File: config.mk
export PLATFORM = sky130hd
export DESIGN_NAME = irq_seq
export DESIGN_NICKNAME = d
export VERILOG_FILES = /design/src/rtl/irq_seq_pkg.sv /design/src/rtl/irq_pick.sv /design/src/rtl/irq_stat_upd.sv /design/src/rtl/irq_vtbl.sv /design/src/rtl/irq_seq.sv
export SDC_FILE = /design/constraint.sdc
export NUM_CORES = 1
export LEC_CHECK = 0
export ABC_CLOCK_PERIOD_IN_PS = 5600
export CAP_MARGIN = 20
export CORE_MARGIN = 2
export CORE_UTILIZATION = 45
export CTS_BUF_LIST = sky130_fd_sc_hd__clkbuf_4
export CTS_CLUSTER_SIZE = 12
export DETAILED_ROUTE_END_ITERATION = 7
export PLACE_DENSITY_LB_ADDON = 0.25
export SLEW_MARGIN = 25
export SYNTH_ARGS = -nofsm -noshare
export SYNTH_HDL_FRONTEND = slang
export SYNTH_HIERARCHICAL = 1
export SYNTH_SLANG_ARGS = --single-unit
File: constraint.sdc
create_clock -name clk_i -period 5.6 [get_ports clk_i]
set_input_delay 0.56 -clock clk_i [delete_from_list [all_inputs] [get_ports clk_i]]
set_output_delay 0.56 -clock clk_i [all_outputs]
set_load 0.03 [all_outputs]
File: src/rtl/irq_seq_pkg.sv
package irq_seq_pkg;
  localparam int N_CLS  = 4;
  localparam int C_BASE = 0;
  localparam int C_CRIT = 1;
  localparam int C_MCHK = 2;
  localparam int C_DBG  = 3;

  // status bit positions
  localparam int B_WAIT  = 0;
  localparam int B_EXT   = 1;
  localparam int B_USR   = 2;
  localparam int B_FPU   = 3;
  localparam int B_FX0   = 4;
  localparam int B_FX1   = 5;
  localparam int B_IAS   = 6;
  localparam int B_DAS   = 7;
  localparam int B_MCK   = 8;
  localparam int B_CRT   = 9;
  localparam int B_DBG   = 10;
  localparam int B_WIDE  = 11;
  localparam int B_IWIDE = 12;
endpackage

File: src/rtl/irq_pick.sv
module irq_pick
  import irq_seq_pkg::*;
(
  input  logic [N_CLS-1:0] req_i,
  input  logic [N_CLS-1:0] en_i,
  input  logic             block_i,
  output logic [N_CLS-1:0] pick_o
);
  localparam int PRIO [N_CLS] = '{C_MCHK, C_DBG, C_CRIT, C_BASE};

  logic hit;

  always_comb begin
    pick_o = '0;
    hit    = 1'b0;
    for (int i = 0; i < N_CLS; i++) begin
      if (!hit && !block_i && req_i[PRIO[i]] && en_i[PRIO[i]]) begin
        pick_o[PRIO[i]] = 1'b1;
        hit             = 1'b1;
      end
    end
  end
endmodule

File: src/rtl/irq_stat_upd.sv
module irq_stat_upd
  import irq_seq_pkg::*;
#(
  parameter int STAT_W   = 32,
  parameter bit HAS_EDBG = 1'b1
) (
  input  logic [STAT_W-1:0] stat_i,
  input  logic [N_CLS-1:0]  cls_i,
  output logic [STAT_W-1:0] stat_o
);
  logic [STAT_W-1:0] clr;

  always_comb begin
    clr          = '0;
    clr[B_WAIT]  = 1'b1;
    clr[B_EXT]   = 1'b1;
    clr[B_USR]   = 1'b1;
    clr[B_FPU]   = 1'b1;
    clr[B_FX0]   = 1'b1;
    clr[B_FX1]   = 1'b1;
    clr[B_IAS]   = 1'b1;
    clr[B_DAS]   = 1'b1;
    clr[B_MCK]   = cls_i[C_MCHK];
    clr[B_CRT]   = cls_i[C_CRIT] | cls_i[C_DBG] | cls_i[C_MCHK];
    clr[B_DBG]   = cls_i[C_DBG] | cls_i[C_MCHK] | (cls_i[C_CRIT] & !HAS_EDBG);
    stat_o         = stat_i & ~clr;
    stat_o[B_WIDE] = stat_i[B_IWIDE];
  end
endmodule

File: src/rtl/irq_vtbl.sv
module irq_vtbl #(
  parameter int ADDR_W = 64,
  parameter int OFF_W  = 12,
  parameter int ALN_W  = 4,
  parameter int N_VEC  = 16
) (
  input  logic                      clk_i,
  input  logic                      we_i,
  input  logic [$clog2(N_VEC):0]    addr_i,
  input  logic [ADDR_W-ALN_W-1:0]   wdata_i,
  input  logic [$clog2(N_VEC)-1:0]  idx_i,
  output logic [ADDR_W-1:0]         vec_o
);
  localparam int VIDX_W = $clog2(N_VEC);
  localparam int DAT_W  = ADDR_W - ALN_W;
  localparam int PFX_W  = DAT_W - OFF_W;

  logic [PFX_W-1:0] pfx_q;
  logic [OFF_W-1:0] off_q [N_VEC];

  // no reset: contents undefined until written
  always_ff @(posedge clk_i) begin
    if (we_i) begin
      if (addr_i[VIDX_W]) pfx_q <= wdata_i[DAT_W-1:OFF_W];
      else                off_q[addr_i[VIDX_W-1:0]] <= wdata_i[OFF_W-1:0];
    end
  end

  assign vec_o = {pfx_q, off_q[idx_i], {ALN_W{1'b0}}};
endmodule

File: src/rtl/irq_seq.sv
module irq_seq
  import irq_seq_pkg::*;
#(
  parameter int                ADDR_W   = 64,
  parameter int                STAT_W   = 32,
  parameter int                SYND_W   = 32,
  parameter int                N_VEC    = 16,
  parameter int                OFF_W    = 12,
  parameter int                ALN_W    = 4,
  parameter bit                HAS_EDBG = 1'b1,
  parameter logic [STAT_W-1:0] STAT_RST = 32'h0010_17FF
) (
  input  logic                                   clk_i,
  input  logic                                   rst_ni,
  input  logic [N_CLS-1:0]                       req_i,
  input  logic [N_CLS-1:0][$clog2(N_VEC)-1:0]    vec_idx_i,
  input  logic [ADDR_W-1:0]                      ret_pc_i,
  input  logic [SYND_W-1:0]                      synd_i,
  input  logic [N_CLS-1:0]                       ret_i,
  input  logic                                   spr_we_i,
  input  logic [$clog2(N_VEC):0]                 spr_addr_i,
  input  logic [ADDR_W-ALN_W-1:0]                spr_wdata_i,
  output logic [N_CLS-1:0]                       take_o,
  output logic [STAT_W-1:0]                      stat_o,
  output logic [SYND_W-1:0]                      synd_o,
  output logic                                   redirect_vld_o,
  output logic [ADDR_W-1:0]                      redirect_pc_o
);
  localparam int VIDX_W = $clog2(N_VEC);
  localparam int N_PAIR = HAS_EDBG ? 4 : 3;

  logic [STAT_W-1:0] stat_q, stat_nxt;
  logic [SYND_W-1:0] synd_q;
  logic              vld_q;
  logic [ADDR_W-1:0] rpc_q, vec_pc;
  logic [N_CLS-1:0]  en, ret_oh;
  logic              take_any, ret_any;
  logic [1:0]        tcls, rcls, tpair, rpair;
  logic [ADDR_W-1:0] sv_pc_q   [N_PAIR];
  logic [STAT_W-1:0] sv_stat_q [N_PAIR];
  logic [ADDR_W-1:0] rd_pc;
  logic [STAT_W-1:0] rd_stat;

  function automatic logic [1:0] oh2idx(input logic [N_CLS-1:0] oh);
    oh2idx = '0;
    for (int i = 0; i < N_CLS; i++) if (oh[i]) oh2idx = 2'(i);
  endfunction

  // debug folds onto the critical pair without its own
  function automatic logic [1:0] pair_of(input logic [1:0] c);
    if (c == 2'(C_DBG) && !HAS_EDBG) return 2'(C_CRIT);
    return c;
  endfunction

  always_comb begin
    en         = '0;
    en[C_BASE] = stat_q[B_EXT];
    en[C_CRIT] = stat_q[B_CRT];
    en[C_MCHK] = stat_q[B_MCK];
    en[C_DBG]  = stat_q[B_DBG];
  end

  assign ret_any = |ret_i;

  irq_pick u_take (
    .req_i   (req_i),
    .en_i    (en),
    .block_i (ret_any),
    .pick_o  (take_o)
  );

  irq_pick u_ret (
    .req_i   (ret_i),
    .en_i    ({N_CLS{1'b1}}),
    .block_i (1'b0),
    .pick_o  (ret_oh)
  );

  assign take_any = |take_o;
  assign tcls     = oh2idx(take_o);
  assign rcls     = oh2idx(ret_oh);
  assign tpair    = pair_of(tcls);
  assign rpair    = pair_of(rcls);

  irq_stat_upd #(.STAT_W(STAT_W), .HAS_EDBG(HAS_EDBG)) u_upd (
    .stat_i (stat_q),
    .cls_i  (take_o),
    .stat_o (stat_nxt)
  );

  irq_vtbl #(.ADDR_W(ADDR_W), .OFF_W(OFF_W), .ALN_W(ALN_W), .N_VEC(N_VEC)) u_vtbl (
    .clk_i   (clk_i),
    .we_i    (spr_we_i),
    .addr_i  (spr_addr_i),
    .wdata_i (spr_wdata_i),
    .idx_i   (vec_idx_i[tcls]),
    .vec_o   (vec_pc)
  );

  always_comb begin
    rd_pc   = '0;
    rd_stat = '0;
    for (int p = 0; p < N_PAIR; p++) begin
      if (rpair == 2'(p)) begin
        rd_pc   = sv_pc_q[p];
        rd_stat = sv_stat_q[p];
      end
    end
  end

  // save uses the pre-entry status: copy happens before the update lands
  always_ff @(posedge clk_i or negedge rst_ni) begin
    if (!rst_ni) begin
      for (int p = 0; p < N_PAIR; p++) begin
        sv_pc_q[p]   <= '0;
        sv_stat_q[p] <= '0;
      end
    end else if (take_any) begin
      for (int p = 0; p < N_PAIR; p++) begin
        if (tpair == 2'(p)) begin
          sv_pc_q[p]   <= ret_pc_i;
          sv_stat_q[p] <= stat_q;
        end
      end
    end
  end

  always_ff @(posedge clk_i or negedge rst_ni) begin
    if (!rst_ni) begin
      stat_q <= STAT_RST;
      synd_q <= '0;
      vld_q  <= 1'b0;
      rpc_q  <= '0;
    end else if (ret_any) begin
      stat_q <= rd_stat;
      rpc_q  <= rd_pc;
      vld_q  <= 1'b1;
    end else if (take_any) begin
      stat_q <= stat_nxt;
      synd_q <= synd_i;
      rpc_q  <= vec_pc;
      vld_q  <= 1'b1;
    end else begin
      vld_q  <= 1'b0;
    end
  end

  assign stat_o         = stat_q;
  assign synd_o         = synd_q;
  assign redirect_vld_o = vld_q;
  assign redirect_pc_o  = rpc_q;
endmodule

**After elaboration in Yosys (flattened, before gate mapping)**

Memory sizes are Yosys's and may differ from the RTL's.
Index checks and enable logic that the tools add are counted.

- Equal/unequal tests: 6
- Bitwise logic cells: 6
- Order comparisons: 1
- Reductions and logical operators: 30
- Multiplexer cells: 35

Operators by type and width:

| cell | number |
|---|---|
| $mux W64 | 6 |
| $mux W32 | 6 |
| $and A32 B32 Y32 | 1 |
| $not A11 Y32 | 1 |
| $mux W1 | 17 |
| $logic_and A1 B1 Y1 | 13 |
| $reduce_and A2 Y1 | 6 |
| $bmux W4 S2 | 1 |
| $eq A2 B2 Y1 const B | 4 |
| $mux W2 | 4 |
| $reduce_or A4 Y1 | 2 |
| $logic_not A1 Y1 | 6 |
| $eq A2 B1 Y1 const B | 2 |
| $logic_not A2 Y1 | 2 |
| $mux W4 | 1 |
| $lt A2 B3 Y1 const B | 1 |
| $or A1 B1 Y1 | 3 |
| $reduce_bool A2 Y1 | 1 |
| $not A1 Y1 | 1 |

- Register bits after elaboration: 561
- Word-level logic and storage cells: 92
- Input bits: 188
- Output and inout port bits: 133
- Bits in writable memories: 192
- Memories: 1

Memories:

| name | words | width | rd ports | clocked after Yosys merged registers in | write ports | RTL line | source |
|---|---|---|---|---|---|---|---|
| u_vtbl.off_q | 16 | 12 | 1 | 0 | 1 | irq_vtbl.sv:19 | `logic [OFF_W-1:0] off_q [N_VEC];` |

**Logic depth before layout (Yosys ltp)**

Gate-level depths: netlist (run 1).

- Depth after elaboration: 23
- Mapped depth: 17
- Gate-level depth less buffers: 12

**Modules after synthesis**

Netlist (run 1), hierarchy kept.

Modules (own cells, without submodules):

| module | seq. area each (um2) | cells an instance | times used | area each (um2) |
|---|---|---|---|---|
| irq_seq | 12,853.6 | 1,703 | 1 | 22,735.6 |
| irq_vtbl | 7,206.9 | 372 | 1 | 8,849.7 |
| irq_stat_upd | 0.0 | 33 | 1 | 250.2 |
| irq_pick | 0.0 | 7 | 2 | 52.6 |

**Least setup slack after synthesis (run 1)**

No wires, ideal clock.

- Path type: input-to-reg
- Start point: input port ret_i[1]
- End point: register rpc_q[11], in the netlist redirect_pc_o[11]
- Arrival time: 3.910 ns
- Stages: 15
- Data required time: 5.471 ns
- Path slack: 1.561 ns
- Library setup time: 0.129 ns
- Path buffers: 5
- Cell sequence: nor4_1 > buf_2 > inv_1 > and4b_1 > buf_2 > clkbuf_1 > buf_2 > a22oi_1 > o21ai_0 > buf_2 > mux4_2 > a22oi_1 > nand2_1 > mux2i_1 > mux2i_1

- Elaborated cells on any way between the ends: 45
- Those cells by class: eq/ne (3); mux (21); reduce/logical (20); memory (1)

RTL lines:

| element | RTL line | source |
|---|---|---|
| from (decl) | irq_seq.sv:19 | `input logic [N_CLS-1:0] ret_i,` |
| $reduce_or A4 Y1 * | irq_seq.sv:63 | `assign ret_any = \|ret_i;` |
| named net ret_any | irq_seq.sv:37 | `logic take_any, ret_any;` |
| $logic_not A1 Y1 * | irq_pick.sv:17 | `if (!hit && !block_i && req_i[PRIO[i]] && en_i[PRIO[i]]) begin` |
| $logic_and A1 B1 Y1 (2 in a row) | irq_pick.sv:17 |  |
| $mux W1 | irq_pick.sv:17 |  |
| $logic_not A1 Y1 | irq_pick.sv:17 |  |
| $logic_and A1 B1 Y1 * (3 in a row) | irq_pick.sv:17 |  |
| $mux W1 * | irq_pick.sv:17 |  |
| named net take_o[3] | irq_seq.sv:23 | `output logic [N_CLS-1:0] take_o,` |
| $mux W2 * | irq_seq.sv:46 | `for (int i = 0; i < N_CLS; i++) if (oh[i]) oh2idx = 2'(i);` |
| $bmux W4 S2 * | irq_seq.sv:96 | `.idx_i (vec_idx_i[tcls]),` |
| $mux W4 (not written as such) * | irq_seq.sv:96 |  |
| $mem_v2 Z16 W12 * | - |  |
| named net vec_pc[11] | irq_seq.sv:35 | `logic [ADDR_W-1:0] rpc_q, vec_pc;` |
| $mux W64 * | irq_seq.sv:138 | `end else if (take_any) begin` |
| $mux W64 * | irq_seq.sv:134 | `end else if (ret_any) begin` |
| to (signal assigned) | irq_seq.sv:136 | `rpc_q <= rd_pc;` |
| to (signal assigned) | irq_seq.sv:141 | `rpc_q <= vec_pc;` |
| to (decl) | irq_seq.sv:35 |  |

Mark *: on every way through the listed nets, which the timed path passes. The rest lies on a longest branch. The select of a mux whose other input is x is not followed.
A chain may end at the register's enable or synchronous reset.

**Final worst setup path (run 1)**

- Start point: input port ret_i[1]
- End point: output port take_o[3]

- Cells in the longest elaborated chain, start to end: 10

Ends and longest elaborated chain:

| element | RTL line |
|---|---|
| $reduce_or A4 Y1 * | irq_seq.sv:63 |
| named net ret_any | irq_seq.sv:37 |
| $logic_not A1 Y1 * | irq_pick.sv:17 |
| $logic_and A1 B1 Y1 (2 in a row) | irq_pick.sv:17 |
| $mux W1 | irq_pick.sv:17 |
| $logic_not A1 Y1 | irq_pick.sv:17 |
| $logic_and A1 B1 Y1 * (3 in a row) | irq_pick.sv:17 |
| $mux W1 * | irq_pick.sv:17 |
| to (decl) | irq_seq.sv:23 |

Mark *: on every way through the listed nets, which the timed path passes. The rest lies on a longest branch.

==> results of run 1 <==
## registers in the layout, indices dropped and copies added, names as in the netlist
signal          flops
stat_o             32
sv_stat_q         128
u_vtbl/off_q      192
redirect_pc_o      64
sv_pc_q           256
u_vtbl/pfx_q       48
redirect_vld_o      1
synd_o             32
## placed cells by master, fill, tap and decap left out, types with 33 or more instances in the layout
| cell | n |
|---|---|
| o21ai_0 | 55 |
| dfrtp_1 | 500 |
| mux2_1 | 41 |
| buf_4 | 41 |
| mux2_2 | 418 |
| dlygate4sd3_1 | 35 |
| nand2_1 | 146 |
| edfxtp_1 | 240 |
| a221oi_1 | 53 |
| mux4_2 | 33 |
| nand2b_1 | 46 |
| and2_1 | 54 |
| mux2i_1 | 64 |
| nor3b_1 | 55 |
| clkbuf_4 | 304 |
| a32oi_1 | 64 |
| clkdlybuf4s50_1 | 315 |
## routing by layer
layer	vias to the layer above	part of all wire	GRT usage	wire, µm
li1	8933	-	-	-
met5	-	0.00053	0	46
met1	10600	0.41	0.300	35400
met3	154	0.056	0.0508	4830
met2	624	0.51	0.399	43700
met4	8	0.024	0.0887	2080
## area by class of cell
type | count | area [µm²]
multi-input combinational | 1196 | 11000
antenna | 7 | 17.5
clock inverter | 53 | 340
timing repair buffer | 403 | 4060
clock buffer | 304 | 2280
fill | 5747 | 31200
sequential | 753 | 20100
inverter | 2 | 8.76
tap | 940 | 1180
## repair_timing
action,CTS,global route
hold buffers,36,0
endpoints found under the hold margin,309,0
buffers inserted,0,0
## power groups by stage
stage / combinational (W) / sequential, W / clock (W)
after floorplan: 0.000390 / 0.00619 / 0
after global placement: 0.000934 / 0.00612 / 0
after detailed placement: 0.000960 / 0.00614 / 0
after CTS: 0.000986 / 0.00603 / 0.00507
after global routing: 0.00105 / 0.00605 / 0.00536
final: 0.000977 / 0.00603 / 0.00491
## per-stage QoR
stage               setup WS, ps  hold slack, ps  cell area (µm²)
floorplan                   1560             264            32000
global placement             661             458            35900
detailed placement           586             468            35900
CTS                         1440            1.15            38900
global route                1360            12.9            39000
finish                      1510             119            39000
## worst max-delay path by stage
stage	endpoint	slack, ps	from	cells after the start
final	take_o[3]	1510	ret_i[1]	6
after global routing	take_o[3]	1360	ret_i[1]	6
after CTS	take_o[3]	1440	ret_i[1]	6
after detailed placement	redirect_pc_o[10]	590	ret_i[1]	15
after global placement	redirect_pc_o[10]	660	ret_i[1]	15
after floorplan	redirect_pc_o[11]	1560	ret_i[1]	15
==> qor.yml, run 1 <==
detailed_routing:
  firstDrtPassIters: 5
  via_count: 20400
  drt_iter0_markers: 1441
  wl_um: 86100
  drc: 0
  vias_per_cell: 5.57
  wl_per_cell_um: 23.5
  ant_nets: 0
global_route:
  grt_antenna_before_repair: 9
  grt_usage: 0.237
  grt_max_degree: 170
  grt_pass1_vias: 22300
  grt_pass1_wl_um: 133000
  overflow: 0
critical_path:
  r2r_slack_ps: 1840
  end_kind: "output port"
  crit_type: "in2out"
  required_ps: 5040
  rr_endpoint: "redirect_pc_o[7]"
  cp_max_fo: 50
  cp.arrival_ps: 3530
  cpMostUsedCell: "buf_4"
  crit_buf_inv: 4
  reg2reg_from: "stat_o[8]"
  crit_path_start_kind: "input pin"
  crit_path_top_delay_cell: "buf_4"
  max_stage_delay_ps: 750
  cp_top_family: "buffers and inverters"
  reg2reg_depth: 11
  crit_chain: "clkdlybuf4s50_1, nor4_2, inv_1, and4b_4, buf_4, buf_4"
pwr:
  swShare: 0.252
  power_density_nw_per_um2: 306
  seqPwrFrac: 0.506
  p_int_w: 0.00892
  design_power_total_w: 0.0119
  switchingPower_w: 0.00300
  power_frac_comb: 0.082
  ir_drop_mv: 0.232
  p_clk_frac: 0.412
  p_leak_nw: 16.6
placed_design:
  routabilityCongestion: 0.769
  place_inst: 3256
  port-buffer-count: 320
  dp_hpwl_um: 50300
finish:
  nets: 2741
  drive_above_1_share: 0.323
  final_cells: 3658
  syn2layout_area_growth_pct: 22.0
  final_core_util: 0.555
die:
  die_y_um: 270
  initial_core_util: 0.455
  dieArea_um2: 73100
  row_count: 97
  die_x_um: 270
  core-area_um2: 70100
  io_pins: 321
sta:
  finalHoldViolations: 0
  maxSlewViolCount: 0
  fin_crit_ps: 4090
  rsz0062_at_grt: "false"
  worst_slew_margin_rel: 0.285
  skew_ps: 75.1
  setup_viol: 0
  timing.final.crit_share: 0.730
  max_slew.worst_pin.slew_ps: 1070
  fmax_mhz: 245
  tns_ps: 0
clock_tree:
  numCtsBuffers: 197
  clk_latency_ps: 1050
  cts_resized: 0
  cts_tree: "yes"
  clkSinkCount: 753
  cts.path.max_buffers: 3
  clk_pin_slew_worst_paths_ps: 60
  cts_root_buf: "clkbuf_4"
  htree_levels: 4
worst_hold_path:
  holdPathEnd: "u_vtbl/pfx_q[6]"
  min_from: "spr_wdata_i[18]"
  hold_class: "in2reg"
  whs_path_depth: 1
synth:
  synth-warning-count: 6
  syn_avg_cell_area_um2: 15.1
  netlist_area_um2: 31900
  postSynthCellCount: 2120
job:
  drv_cap: 0
outcome:
  status: "finished clean"
Power figures use the tool's default switching activity.
==> inputs of run 2 (changes only) <==
--- a/config.mk
+++ b/config.mk
@@ -5,7 +5,7 @@
 export SDC_FILE = /design/constraint.sdc
 export NUM_CORES = 1
 export LEC_CHECK = 0
-export ABC_CLOCK_PERIOD_IN_PS = 5600
+export ABC_CLOCK_PERIOD_IN_PS = 3350
 export CAP_MARGIN = 20
 export CORE_MARGIN = 2
 export CORE_UTILIZATION = 45
==> constraint.sdc (replaced) <==
create_clock -name clk_i -period 3.35 [get_ports clk_i]
set_input_delay 0.335 -clock clk_i [delete_from_list [all_inputs] [get_ports clk_i]]
set_output_delay 0.335 -clock clk_i [all_outputs]
set_load 0.03 [all_outputs]
==> run 2 against run 1 <==
  * Cell area grew 4.4%
  * Critical path depth shrank 2
  * Power grew 68%
  * Cell count grew 4.8%
  * Non-clock buffer count grew 162
  * Sequential cell count is the same
  * Sequential power grew 67%
  * Core utilization grew 2.5 points
  * Count of clock-buffer cells in the layout shrank 4
  * Wire length grew 1.3%
  * Critical path type is now reg2out
  * Largest power group unchanged
  * Highest routed layer unchanged
==> qor.yml, run 2 (synthesized netlist as in run 1, its figures left out) <==
detailed_routing:
  drc: 0  # unchanged
  firstDrtPassIters: 5  # unchanged
  ant_nets: 0  # unchanged
  wl_um: 87200  # was 86100 µm
  via_count: 21000  # was 20400
  wl_per_cell_um: 22.7  # was 23.5 µm
  drt_iter0_markers: 1340  # was 1441
  vias_per_cell: 5.49  # was 5.57
critical_path:
  cp.arrival_ps: 2860  # was 3530 ps
  crit_path_start_kind: "register"  # was input pin
  cp_max_fo: 33  # was 50
  required_ps: 3010  # was 5040 ps
  end_kind: "output port"  # unchanged
  crit_type: "reg2out"  # was in2out
global_route:
  gr-max-usage-layer: "met2"  # unchanged
  grt_antenna_before_repair: 9  # unchanged
  use_met2: 0.405  # was 0.399
  use_met3: 0.0568  # was 0.0508
  grt_pass1_wl_um: 134000  # was 133000 µm
  overflow: 0  # unchanged
  grt_pass1_vias: 22900  # was 22300
  grt_max_degree: 97  # was 170
  grt_util_met1: 0.296  # was 0.300
  grt_usage: 0.240  # was 0.237
pwr:
  design_power_total_w: 0.0200  # was 0.0119 W
  p_clk_frac: 0.407  # was 0.412
  p_leak_nw: 17.4  # was 16.6 nW
  power_frac_comb: 0.090  # was 0.082
  power_density_nw_per_um2: 492  # was 306 nW/µm²
  swShare: 0.248  # was 0.252
  ir_drop_mv: 0.331  # was 0.232 mV
  seqPwrFrac: 0.504  # was 0.506
  p_int_w: 0.0151  # was 0.00892 W
  switchingPower_w: 0.00497  # was 0.00300 W
sta:
  whs_ps: 132  # was 119 ps
  worst_slew_margin_rel: 0.286  # was 0.285
  max_slew.worst_pin.slew_ps: 1070  # about the same
  fin_crit_ps: 3200
  tns_ps: 0  # unchanged
  timing.final.crit_share: 0.955
  rsz0062_at_grt: "false"  # unchanged
  setup_viol: 0  # unchanged
  fmax_mhz: 313
  maxSlewViolCount: 0  # unchanged
  finalHoldViolations: 0  # unchanged
  setup_ws_ps: 150  # was 1510 ps
  skew_ps: 65.3  # was 75.1 ps
finish:
  drive_above_1_share: 0.322  # was 0.323
  final_cells: 3833  # was 3658
  register_area_um2: 20100  # unchanged
  largest_reg_flops: 256  # unchanged
  multiInputGateArea_um2: 11000  # about the same
  nets: 2904  # was 2741
  regMostFlops: "sv_pc_q"  # unchanged
  final_cell_mix: "dfrtp_1, mux2_2, clkdlybuf4s50_1, clkbuf_4, edfxtp_1"  # unchanged
  syn2layout_area_growth_pct: 27.4  # was 22.0%
  mostFrequentLayoutCell: "dfrtp_1"  # unchanged
  nFillCells: 5593  # was 5747
clock_tree:
  cts_root_buf: "clkbuf_4"  # unchanged
  cts_tree: "yes"  # unchanged
  htree_levels: 4  # unchanged
  clk_pin_slew_worst_paths_ps: 60  # about the same
  clk_latency_ps: 1050  # about the same
  clkSinkCount: 753  # unchanged
  post-cts-setup-buffer-count: 0  # unchanged
  cts.path.max_buffers: 3  # unchanged
  hold_buffers: 143  # was 36
  cts_resized: 0  # unchanged
  numCtsBuffers: 198  # was 197
die:
  row_count: 97  # unchanged
  core-area_um2: 70100  # unchanged
  io_pins: 321  # unchanged
  die_x_um: 270  # unchanged
  die_y_um: 270  # unchanged
  dieArea_um2: 73100  # unchanged
  initial_core_util: 0.455  # unchanged
placed_design:
  post-place-ws_ps: -481  # was 586 ps
  port-buffer-count: 320  # unchanged
  place_inst: 3313  # was 3256
  routabilityCongestion: 0.807  # was 0.769
  dp_hpwl_um: 52700  # was 50300 µm
worst_hold_path:
  hold_class: "in2reg"  # unchanged
outcome:
  status: "finished clean"  # unchanged
job:
  drv_cap: 0  # unchanged
==> run 2: changes by cell type in the layout (fill, tap and decap cells not counted), moves of 3 or more <==
| cell | before | now |
|---|---|---|
| buf_12 | 7 | 32 |
| buf_4 | 41 | 74 |
| clkbuf_4 | 304 | 300 |
| clkinv_1 | 32 | 49 |
| clkinv_4 | 2 | 5 |
| clkinv_8 | 3 | 0 |
| dlygate4sd3_1 | 35 | 142 |
| inv_2 | 0 | 3 |
| mux4_1 | 15 | 9 |
| mux4_2 | 33 | 39 |
| nor2_1 | 2 | 8 |
| nor2_2 | 12 | 7 |
==> run 2: metal layers <==
metal	wire, µm	part of all wire	vias up
li1	-	-	9288
met4	2560	0.029	10
met1	35500	0.41	10900
met5	64	0.00073	-
met3	5350	0.061	172
met2	43700	0.50	669
==> run 2: area by class of cell <==
type / count / area share
timing repair buffer: 565 / 0.143
clock buffer: 300 / 0.0554
antenna: 7 / 0.000431
tap: 940 / 0.0289
multi-input combinational: 1196 / 0.270
inverter: 2 / 0.000246
sequential: 753 / 0.493
clock inverter: 70 / 0.00938
==> run 2: power by group through the flow <==
stage | Combinational [W] | Clock, W | Sequential (W)
after floorplan | 0.000656 | 0 | 0.0103
after global placement | 0.00162 | 0 | 0.0102
after detailed placement | 0.00167 | 0 | 0.0103
after CTS | 0.00182 | 0.00839 | 0.0101
after global routing | 0.00193 | 0.00893 | 0.0101
final | 0.00180 | 0.00814 | 0.0101
==> run 2: through the flow <==
stage	instance area (µm²)	utilization
after floorplan	32000	-
after global placement	36600	0.522
after detailed placement	36600	0.522
after CTS	40700	0.580
after global routing	40700	0.580
final	40700	0.580
==> run 2: path summary, 6_finish.rpt <==
kind                         startpoint                to  slack, ps  cells past startpoint
max                          stat_o[10]         take_o[3]        150                      4
min                         ret_pc_i[4]      sv_pc_q[196]        130                      2
max reg2reg                   stat_o[8]  redirect_pc_o[5]        210                     10
min reg2reg                sv_pc_q[204]      sv_pc_q[204]        480                      1
max in group asynchronous        rst_ni      sv_pc_q[229]       2210                      4
min in group asynchronous        rst_ni         stat_o[4]        610                      3
==> run 2: worst max-delay path, stage by stage, from the launching register on <==
cell and delay, ps:
dfstp_2 650, and4b_4 320, buf_4 130, buf_4 450, buf_4 270
